**src/rtl/mdiv_pkg.sv**
```systemverilog
package mdiv_pkg;

  // number of compute steps needed to retire qw quotient bits, db per step
  function automatic int unsigned step_count(int unsigned qw, int unsigned db);
    return (qw + db - 1) / db;
  endfunction

  // bits retired by step idx: full digit except a narrower final step
  function automatic int unsigned step_bits(int unsigned idx, int unsigned qw,
                                            int unsigned db);
    if (idx == step_count(qw, db) - 1) return qw - db * idx;
    return db;
  endfunction

  // left shift applied to the remainder before step idx; the first step
  // starts from the raw dividend, which may reach twice the divisor
  function automatic int unsigned step_shift(int unsigned idx, int unsigned qw,
                                             int unsigned db);
    if (idx == 0) return step_bits(idx, qw, db) - 1;
    return step_bits(idx, qw, db);
  endfunction

  // register stages: the first holds sps-1 steps, the rest up to sps each
  function automatic int unsigned stage_count(int unsigned qw, int unsigned db,
                                              int unsigned sps);
    int unsigned rest;
    rest = step_count(qw, db) - (sps - 1);
    return 1 + (rest + sps - 1) / sps;
  endfunction

  function automatic int unsigned stage_first(int unsigned s, int unsigned sps);
    if (s == 0) return 0;
    return (sps - 1) + (s - 1) * sps;
  endfunction

  function automatic int unsigned stage_len(int unsigned s, int unsigned qw,
                                            int unsigned db, int unsigned sps);
    int unsigned left;
    if (s == 0) return sps - 1;
    left = step_count(qw, db) - stage_first(s, sps);
    return (left < sps) ? left : sps;
  endfunction

endpackage

```
**src/rtl/mdiv_step.sv**
```systemverilog
module mdiv_step #(
  parameter int unsigned SIG_W = 24,
  parameter int unsigned REM_W = 27,
  parameter int unsigned Q_W   = 25,
  parameter int unsigned K     = 3,
  parameter int unsigned S     = 3
) (
  input  logic [REM_W-1:0] rem_i,
  input  logic [SIG_W-1:0] dvsr_i,
  input  logic [Q_W-1:0]   quot_i,
  output logic [REM_W-1:0] rem_o,
  output logic [Q_W-1:0]   quot_o
);
  localparam int unsigned N_MULT = (1 << K) - 1;

  logic [REM_W-1:0] shifted;
  logic [N_MULT:1]  fits;
  logic [K-1:0]     digit;
  logic [REM_W-1:0] taken;

  assign shifted = rem_i << S;

  // every candidate multiple compared in parallel; the ladder is monotonic,
  // so the count of fitting multiples is the selected digit
  for (genvar m = 1; m <= N_MULT; m++) begin : g_cmp
    assign fits[m] = shifted >= (REM_W'(m) * REM_W'(dvsr_i));
  end

  assign digit  = K'($countones(fits));
  assign taken  = REM_W'(digit) * REM_W'(dvsr_i);
  assign rem_o  = shifted - taken;
  assign quot_o = (quot_i << K) | Q_W'(digit);

endmodule

```
**src/rtl/mdiv_stage.sv**
```systemverilog
module mdiv_stage
  import mdiv_pkg::*;
#(
  parameter int unsigned SIG_W      = 24,
  parameter int unsigned REM_W      = 27,
  parameter int unsigned Q_W        = 25,
  parameter int unsigned TAG_W      = 4,
  parameter int unsigned DIGIT_W    = 3,
  parameter int unsigned FIRST_STEP = 0,
  parameter int unsigned N_STEPS    = 1,
  parameter bit          IS_SETUP   = 1'b0
) (
  input  logic             clk,
  input  logic             rst_n,
  input  logic             up_valid,
  output logic             up_ready,
  input  logic [REM_W-1:0] up_rem,
  input  logic [Q_W-1:0]   up_quot,
  input  logic [SIG_W-1:0] up_dvsr,
  input  logic             up_hi,
  input  logic [TAG_W-1:0] up_tag,
  output logic             dn_valid,
  input  logic             dn_ready,
  output logic [REM_W-1:0] dn_rem,
  output logic [Q_W-1:0]   dn_quot,
  output logic [SIG_W-1:0] dn_dvsr,
  output logic             dn_hi,
  output logic [TAG_W-1:0] dn_tag
);
  logic [REM_W-1:0] rem_c  [N_STEPS+1];
  logic [Q_W-1:0]   quot_c [N_STEPS+1];
  logic             hi_c;

  assign rem_c[0]  = up_rem;
  assign quot_c[0] = up_quot;

  // setup: the raw dividend decides where the quotient's leading 1 lands
  assign hi_c = IS_SETUP ? (up_rem >= REM_W'(up_dvsr)) : up_hi;

  for (genvar j = 0; j < N_STEPS; j++) begin : g_step
    mdiv_step #(
      .SIG_W (SIG_W),
      .REM_W (REM_W),
      .Q_W   (Q_W),
      .K     (step_bits(FIRST_STEP + j, Q_W, DIGIT_W)),
      .S     (step_shift(FIRST_STEP + j, Q_W, DIGIT_W))
    ) u_step (
      .rem_i  (rem_c[j]),
      .dvsr_i (up_dvsr),
      .quot_i (quot_c[j]),
      .rem_o  (rem_c[j+1]),
      .quot_o (quot_c[j+1])
    );
  end

  // a stage moves when it is empty or its contents leave this cycle
  assign up_ready = !dn_valid || dn_ready;

  always_ff @(posedge clk) begin
    if (!rst_n)        dn_valid <= 1'b0;
    else if (up_ready) dn_valid <= up_valid;
  end

  always_ff @(posedge clk) begin
    if (up_ready && up_valid) begin
      dn_rem  <= rem_c[N_STEPS];
      dn_quot <= quot_c[N_STEPS];
      dn_dvsr <= up_dvsr;
      dn_hi   <= hi_c;
      dn_tag  <= up_tag;
    end
  end

  // a stalled stage keeps its entry
  p_stall_hold_r8: assert property (@(posedge clk) disable iff (!rst_n)
    dn_valid && !dn_ready |=> dn_valid && $stable(dn_quot) && $stable(dn_tag)
                              && $stable(dn_rem) && $stable(dn_hi));

  // an accepted entry is never dropped
  p_no_drop_r8: assert property (@(posedge clk) disable iff (!rst_n)
    up_valid && up_ready |=> dn_valid);

  if (N_STEPS > 0) begin : g_rem_chk
    // after any compute step the partial remainder is below the divisor
    p_rem_below_div_r4: assert property (@(posedge clk) disable iff (!rst_n)
      dn_valid |-> dn_rem < REM_W'(dn_dvsr));
  end

endmodule

```
**src/rtl/mdiv_radix8_pipe.sv**
```systemverilog
module mdiv_radix8_pipe
  import mdiv_pkg::*;
#(
  parameter int unsigned SIG_W           = 24,
  parameter int unsigned FRAC_W          = 23,
  parameter int unsigned TAG_W           = 4,
  parameter int unsigned DIGIT_W         = 3,
  parameter int unsigned STEPS_PER_STAGE = 2
) (
  input  logic                clk,
  input  logic                rst_n,
  input  logic                in_valid,
  output logic                in_ready,
  input  logic [SIG_W-1:0]    in_dividend,
  input  logic [SIG_W-1:0]    in_divisor,
  input  logic [TAG_W-1:0]    in_tag,
  output logic                out_valid,
  input  logic                out_ready,
  output logic [FRAC_W+1:0]   out_quot,
  output logic                out_sticky,
  output logic                out_hi,
  output logic [TAG_W-1:0]    out_tag
);
  localparam int unsigned Q_W   = FRAC_W + 2;
  localparam int unsigned REM_W = SIG_W + DIGIT_W;
  localparam int unsigned N_STG = stage_count(Q_W, DIGIT_W, STEPS_PER_STAGE);

  logic             vld  [N_STG+1];
  logic             rdy  [N_STG+1];
  logic [REM_W-1:0] rem  [N_STG+1];
  logic [Q_W-1:0]   quot [N_STG+1];
  logic [SIG_W-1:0] dvsr [N_STG+1];
  logic             hi   [N_STG+1];
  logic [TAG_W-1:0] tag  [N_STG+1];

  assign vld[0]  = in_valid;
  assign rem[0]  = REM_W'(in_dividend);
  assign quot[0] = '0;
  assign dvsr[0] = in_divisor;
  assign hi[0]   = 1'b0;
  assign tag[0]  = in_tag;
  assign in_ready = rdy[0];
  assign rdy[N_STG] = out_ready;

  for (genvar s = 0; s < N_STG; s++) begin : g_stage
    mdiv_stage #(
      .SIG_W      (SIG_W),
      .REM_W      (REM_W),
      .Q_W        (Q_W),
      .TAG_W      (TAG_W),
      .DIGIT_W    (DIGIT_W),
      .FIRST_STEP (stage_first(s, STEPS_PER_STAGE)),
      .N_STEPS    (stage_len(s, Q_W, DIGIT_W, STEPS_PER_STAGE)),
      .IS_SETUP   (s == 0)
    ) u_stage (
      .clk      (clk),
      .rst_n    (rst_n),
      .up_valid (vld[s]),
      .up_ready (rdy[s]),
      .up_rem   (rem[s]),
      .up_quot  (quot[s]),
      .up_dvsr  (dvsr[s]),
      .up_hi    (hi[s]),
      .up_tag   (tag[s]),
      .dn_valid (vld[s+1]),
      .dn_ready (rdy[s+1]),
      .dn_rem   (rem[s+1]),
      .dn_quot  (quot[s+1]),
      .dn_dvsr  (dvsr[s+1]),
      .dn_hi    (hi[s+1]),
      .dn_tag   (tag[s+1])
    );
  end

  // final extraction: whatever is left of the remainder forms the sticky bit
  assign out_valid  = vld[N_STG];
  assign out_quot   = quot[N_STG];
  assign out_sticky = |rem[N_STG];
  assign out_hi     = hi[N_STG];
  assign out_tag    = tag[N_STG];

  // operands arrive normalised
  p_norm_in_r1: assert property (@(posedge clk) disable iff (!rst_n)
    in_valid |-> in_dividend[SIG_W-1] && in_divisor[SIG_W-1]);

  // leading 1 sits in the top bit or the one below, as the flag reports
  p_lead_one_r5: assert property (@(posedge clk) disable iff (!rst_n)
    out_valid |-> (out_quot[Q_W-1] == out_hi) && (out_quot[Q_W-1] || out_quot[Q_W-2]));

  // nothing leaves the block in the cycle after reset
  p_reset_idle_r9: assert property (@(posedge clk)
    !rst_n |=> !out_valid);

endmodule

```
**config.mk**
```make
export PLATFORM = sky130hd
export DESIGN_NAME = mdiv_radix8_pipe
export DESIGN_NICKNAME = d
export VERILOG_FILES = /design/src/rtl/mdiv_pkg.sv /design/src/rtl/mdiv_step.sv /design/src/rtl/mdiv_stage.sv /design/src/rtl/mdiv_radix8_pipe.sv
export SDC_FILE = /design/constraint.sdc
export NUM_CORES = 2
export LEC_CHECK = 0
export CAP_MARGIN = 20
export CELL_PAD_IN_SITES_DETAIL_PLACEMENT = 0
export CELL_PAD_IN_SITES_GLOBAL_PLACEMENT = 2
export CORE_AREA = 2 2 452 454
export CTS_CLUSTER_SIZE = 10
export DETAILED_ROUTE_END_ITERATION = 6
export DIE_AREA = 0 0 454 456
export GPL_TIMING_DRIVEN = 0
export MAX_ROUTING_LAYER = met4
export PLACE_DENSITY = 0.76
export REMOVE_ABC_BUFFERS = 1
export SLEW_MARGIN = 20
export SYNTH_ARGS = -nofsm -noshare
export SYNTH_HDL_FRONTEND = slang
export SYNTH_SLANG_ARGS = --single-unit
```
**constraint.sdc**
```tcl
create_clock -name clk -period 17.33 [get_ports clk]
set_clock_uncertainty 0.1 [all_clocks]
set_input_delay 3.466 -clock clk [delete_from_list [all_inputs] [get_ports clk]]
set_output_delay 3.466 -clock clk [all_outputs]
set_load 0.01 [all_outputs]
```
# Word level (Yosys, flattened, before mapping)
# Cells that the tools add are included.
dict set report op_classes {
  n_addsub 57
  n_mul 29
  magnitude_cmp 58
  reduce_logical 16
  bitwise 8
}
# operator count
set op_table {}
lappend op_table {{27-bit greater-or-equal comparator} 21}
lappend op_table {{27-bit by 26-bit greater-or-equal comparator with 1-bit output} 14}
lappend op_table {{3-bit by 24-bit multiplier with 27-bit output (first input constant)} 10}
lappend op_table {{2-bit by 24-bit multiplier with 26-bit output (first input constant)} 10}
lappend op_table {{27-bit by 24-bit greater-or-equal comparator with 1-bit output} 8}
lappend op_table {{27-bit by 25-bit greater-or-equal comparator with 1-bit output} 7}
lappend op_table {{3-bit by 24-bit multiplier with 24-bit output} 7}
lappend op_table {{24-bit subtractor} 7}
lappend op_table {{26-bit by 27-bit greater-or-equal comparator with 1-bit output} 3}
lappend op_table {{26-bit greater-or-equal comparator} 2}
lappend op_table {{1-bit by 1-bit adder with 2-bit output} 24}
lappend op_table {{27-bit OR reduction} 1}
lappend op_table {{27-bit by 25-bit subtractor with 27-bit output} 1}
lappend op_table {{26-bit by 24-bit greater-or-equal comparator with 1-bit output} 1}
lappend op_table {{26-bit by 25-bit greater-or-equal comparator with 1-bit output} 1}
lappend op_table {{3-bit by 24-bit multiplier with 26-bit output} 1}
lappend op_table {{26-bit subtractor} 1}
lappend op_table {{1-bit by 24-bit multiplier with 25-bit output} 1}
lappend op_table {{25-bit by 1-bit bitwise OR with 25-bit output} 1}
lappend op_table {{2-bit by 1-bit adder with 3-bit output} 8}
lappend op_table {{2-bit by 2-bit adder with 3-bit output} 8}
lappend op_table {{3-bit adder} 8}
lappend op_table {{24-bit greater-or-equal comparator} 1}
lappend op_table {{24-bit by 3-bit bitwise OR with 24-bit output} 1}
lappend op_table {{9 further kinds} 21}
dict set report word_totals {
  register_bits 322
  output_inout_bits 33
}

# Logic depth before layout (Yosys ltp)
dict set report depth {
  word_depth 13
  depth_mapped 75
  depth_no_buf 73
}

# Hierarchy
# Synthesis repeated with hierarchy kept, for this count alone.
dict set report unflattened {
  hier_cells 11943
  hier_area_um2 103649.4
}
# mod seq_area_each_um2 instances cells_per_inst area_each_um2
set by_module_without_submodules {}
lappend by_module_without_submodules {{mdiv_step (g_stage[1].u_stage.g_step[0].u_step ...)} 0.0 2 1409 11192.0}
lappend by_module_without_submodules {{mdiv_step (g_stage[3].u_stage.g_step[0].u_step ...)} 0.0 2 1368 10995.5}
lappend by_module_without_submodules {{mdiv_step (g_stage[2].u_stage.g_step[1].u_step)} 0.0 1 1420 11203.2}
lappend by_module_without_submodules {{mdiv_step (g_stage[0].u_stage.g_step[0].u_step)} 0.0 1 1381 10996.8}
lappend by_module_without_submodules {{mdiv_step (g_stage[4].u_stage.g_step[0].u_step)} 0.0 1 1389 10908.0}
lappend by_module_without_submodules {{mdiv_step (g_stage[2].u_stage.g_step[0].u_step)} 0.0 1 1354 10851.7}
lappend by_module_without_submodules {{mdiv_stage (g_stage[1].u_stage ...)} 2452.4 4 86 2489.9}
lappend by_module_without_submodules {{mdiv_stage (g_stage[0].u_stage)} 2452.4 1 171 3071.7}
lappend by_module_without_submodules {{mdiv_step (g_stage[4].u_stage.g_step[1].u_step)} 0.0 1 320 2222.1}
lappend by_module_without_submodules {mdiv_radix8_pipe 0.0 1 10 61.3}

# Least setup slack after synthesis
# No wires, ideal clock.
dict set report synth_path {
  kind {reg2reg}
  start {register g_stage[0].u_stage.dn_dvsr[4]}
  end {register g_stage[1].u_stage.dn_rem[23] (data pin)}
  setup_time_ps 260
  period_less_slack_ps 17493
  required_time_ps 16970
  arrival_ps 17133
  path_buffers 2
  slack_ps -163
  path_stages_with_launch 67
  cell_sequence {edfxtp_1 fa_1 ha_1 or4_1 nand3_1 a21oi_1 a211oi_1 nor3_1 o311ai_0 nand2_1 mux2i_1 a2111oi_0 ha_1 a21o_1 a21oi_1 nor2b_1 a22oi_1 fa_1 (+31 left out) inv_1 clkbuf_1 nand2_1 fa_1 inv_1 fa_1 inv_1 ha_1 o21a_1 o21a_1 a211oi_1 o21ba_2 a211o_1 a31oi_1 and4_1 a2111oi_0 o2bb2ai_1 xnor2_1}
}
dict set report synth_via {
  elab_chain_len 13
  word_cells_on_any_way 34
  cone_classes {add/sub: 14; mul: 6; order compare: 14}
}
# item line_no
set synth_rtl {}
lappend synth_rtl {{from (decl)} mdiv_stage.sv:26} ;# output logic [SIG_W-1:0] dn_dvsr,
lappend synth_rtl {{from (signal assigned)} mdiv_stage.sv:68} ;# dn_dvsr <= up_dvsr;
lappend synth_rtl {{2-bit by 24-bit multiplier with 26-bit output / 3-bit by 24-bit multiplier with 27-bit output (equally long branches)} mdiv_step.sv:26} ;# assign fits[m] = shifted >= (REM_W'(m) * REM_W'(dvsr_i));
lappend synth_rtl {{27-bit by 26-bit greater-or-equal comparator with 1-bit output / 27-bit greater-or-equal comparator (equally long branches)} mdiv_step.sv:26}
lappend synth_rtl {{1-bit by 1-bit adder with 2-bit output (implied by the code)} mdiv_step.sv:29} ;# assign digit = K'($countones(fits));
lappend synth_rtl {{2-bit by 2-bit adder with 3-bit output (implied by the code) / 2-bit by 1-bit adder with 3-bit output (equally long branches)} mdiv_step.sv:29}
lappend synth_rtl {{3-bit adder (implied by the code)} mdiv_step.sv:29}
lappend synth_rtl {{3-bit by 24-bit multiplier with 24-bit output} mdiv_step.sv:30} ;# assign taken = REM_W'(digit) * REM_W'(dvsr_i);
lappend synth_rtl {{24-bit subtractor} mdiv_step.sv:31} ;# assign rem_o = shifted - taken;
lappend synth_rtl {{27-bit by 24-bit greater-or-equal comparator with 1-bit output (tied with other cells)} mdiv_step.sv:26}
lappend synth_rtl {{1-bit by 1-bit adder with 2-bit output (implied by the code)} mdiv_step.sv:29}
lappend synth_rtl {{2-bit by 2-bit adder with 3-bit output (implied by the code) / 2-bit by 1-bit adder with 3-bit output (equally long branches)} mdiv_step.sv:29}
lappend synth_rtl {{3-bit adder (implied by the code)} mdiv_step.sv:29}
lappend synth_rtl {{3-bit by 24-bit multiplier with 24-bit output} mdiv_step.sv:30}
lappend synth_rtl {{24-bit subtractor *} mdiv_step.sv:31}
lappend synth_rtl {{via g_stage[1].u_stage.g_step[1].u_step.rem_o[23]} mdiv_step.sv:11} ;# output logic [REM_W-1:0] rem_o,
lappend synth_rtl {{to (signal assigned)} mdiv_stage.sv:66} ;# dn_rem <= rem_c[N_STEPS];
lappend synth_rtl {{to (decl)} mdiv_stage.sv:24} ;# output logic [REM_W-1:0] dn_rem,
# The timed path passes the listed nets; every way through them passes the cells marked *.
# A chain may end at the register's enable or synchronous reset.

# Worst setup path in the final report
# Ends and elaborated chain as after synthesis.

==> impl_metrics.ini <==
[run]
maxCapViolCount = 0

[route]
detail_route.vias_per_cell = 5.68
drt_wl_total_um = 267000
num_vias = 67746
drcViolationCount = 0
ant_nets = 0
drt-initial-drc-count = 3971
first_pass_iters = 5
routedWlPerCell_um = 22.4

[timing]
fin_ws_ns = -0.139
totalNegativeSetupSlack_ns = -0.256
hold_ws_ns = 0.300
period_needed_ns = 17.47
slew_violations = 0
worst_pin_slew_ns = 1.20
relSlewSlack_pct = 18.0
rsz0062_at_grt = true
hold_viol = 0
max_freq_mhz = 57.2
setup_violations = 3
timing.final.crit_share_pct = 101

[global_routing]
grt_pass1_wl_um = 410000
track_usage_pct = 26.1
grt_max_degree = 28
antenna_found_initial = 5
grt_pass1_vias = 67492
grt_overflow_total = 0

[hold_path]
hp-class = reg -> reg

[floorplanning]
io_pins = 89
die_area_mm2 = 0.207
coreArea_mm2 = 0.202
die_x_um = 454
num_rows = 165
initial_core_util_pct = 38.9
die_y_um = 456

[setup_path]
cp_common_cell = fa_1
critPathSlowestCell = fa_2
crit_buf_inv = 14
crit_family = adder cells
crit_type = reg -> reg
regToRegSetupSlack_ns = -0.14
critical_path.max_stage_delay_ns = 0.67
crit_fanout = 4
cp_data_required_time_ns = 17.67
worst_ep_arrival_time_ns = 17.81
cp-end-kind = register
worstSetupStartpointType = register

[synth]
ys_seq_elements = 322
synth_cell_type_count = 81
syn_area_mm2 = 0.0785
ys_async_sr_fraction_pct = 0
synth_area_leader_cell = ha_1
ys_seq_area_share_pct = 12.3
synthTopCellsByCount = 1,999 x ha_1, 782 x nand2_1, 755 x inv_1
synth_top_area_share_pct = 31.9
ys_warn_count = 0
yosysMostFrequentCell = ha_1
synthTopCellsByArea = ha_1 32%, fa_1 13%, edfxtp_1 12%
synth_ff_type = edfxtp_1
synth.avg_cell_area_um2 = 8.97
synth_edf_count = 317
syn_inst = 8748

[cells_and_area]
layout-drive-gt1-share_pct = 10.4
design_area_mm2 = 0.0911
fillCellCount = 19494
finalNonFillerCells = 11934
syn2layout_area_growth_pct = 16.0
fin_nets = 11782

[placement]
dp_cells = 11476
place_area_mm2 = 0.0835
port_buffers = 88
post-dp-hpwl_um = 206000
gp_routability_congestion = 0.920

[clock_tree]
cts.path.max_buffers = 3
clkSinkCount = 322
clkLatencyLatePin_ns = 0.69
htreeDepth = 2
cts.clk_slew.worst_paths_ns = 0.06
root_buffer = clkbuf_16
numCtsBuffers = 49
cts_tree = done

[outcome]
status = complete, but fails checks
violations = setup timing
[layout by cell type (no fill, tap or decap), types with 56 or more instances in the layout]
master           count
a211oi_1            56
a21o_1             483
a21oi_1            576
and3_1              74
buf_4              285
clkdlybuf4s50_1     88
edfxtp_1           317
fa_1               482
ha_1              1931
inv_1              703
nand2_1            760
nand2b_1           131
nand3_1            124
nand4_1            180
nor2_1             404
nor2b_1            162
nor3_1             155
o21a_1             194
o21ai_0            364
o21bai_1            64
xnor2_1            261
xor2_1             186
[final timing paths]
path	cells after the start	end	from
worst max-delay path	74	g_stage[1].u_stage.dn_rem[23]	g_stage[0].u_stage.dn_dvsr[4]
worst min-delay path	0	g_stage[4].u_stage.dn_tag[0]	g_stage[3].u_stage.dn_tag[0]
worst max register to register	74	g_stage[1].u_stage.dn_rem[23]	g_stage[0].u_stage.dn_dvsr[4]
worst min register to register	0	g_stage[4].u_stage.dn_tag[0]	g_stage[3].u_stage.dn_tag[0]
[stage by stage]
| step | util (%) | worst slack [ns] |
|---|---|---|
| 2_1_floorplan | - | -0.174 |
| 3_3_place_gp | 40.9 | -5.29 |
| 3_5_place_dp | 41.4 | -5.38 |
| 4_1_cts | 44.1 | 0.00715 |
| 5_1_grt | 45.2 | -0.795 |
| 6_report | 45.2 | -0.139 |
[flip-flops by register name, indices dropped and copies added, names as in the netlist]
signal and flops:
g_stage.u_stage.dn_rem 123, g_stage.u_stage.dn_dvsr 96, g_stage.u_stage.dn_quot 73, g_stage.u_stage.dn_tag 20
g_stage.u_stage.dn_hi 5, g_stage.u_stage.dn_valid 5
[area by class of cell]
cell class / count / area (um2) / share of cell area [%]
inverters: 755 / 2920 / 3.21
well taps: 2672 / 3340 / 3.67
multi-input cells: 7605 / 68800 / 75.6
flip-flops and latches: 322 / 9620 / 10.6
diodes: 3 / 7.51 / 0.00824
clock buffers: 59 / 1280 / 1.41
repair inverters: 19 / 125 / 0.137
repair buffers: 473 / 4720 / 5.18
clock inverters: 26 / 249 / 0.273
[metal layers]
| layer | vias to the layer above | routed length [um] | global-route usage [%] |
|---|---|---|---|
| met5 | - | 0 | - |
| li1 | 33033 | - | - |
| met3 | 277 | 10700 | 2.49 |
| met4 | 0 | 5780 | 5.16 |
| met1 | 33095 | 130000 | 36.6 |
| met2 | 1341 | 120000 | 40.9 |
[worst reg2reg max path, delay by kind of cell (launching register included)]
kind	cells	cell delay, ns
adder cells (fa/ha/maj)	17	6.96
AO/OA/AOI/OAI	31	6.63
buffers and inverters	14	1.76
AND/OR/NAND/NOR	10	1.09
flip-flops	1	0.41
XOR/XNOR	2	0.31
[kinds of logic after synthesis]
family / after synthesis / share of synthesized area [%]
flops: 322 / 12.3
buf+inv: 821 / 3.93
compound gates: 2318 / 19.3
fa+ha+maj: 2502 / 44.7
simple gates: 2268 / 14.1
xor+xnor: 513 / 5.72
mux: 4 / 0.0510
[repair_timing]
item,CTS,global route
hold buffers,0,0
gates cloned,18,2
pin swaps,141,219
setup buffers,242,111
endpoints found under the setup margin,79,55
resized for setup,334,264
Power is not shown: default switching activity piles up to over one toggle a cycle in this logic, so the estimate is an artifact.
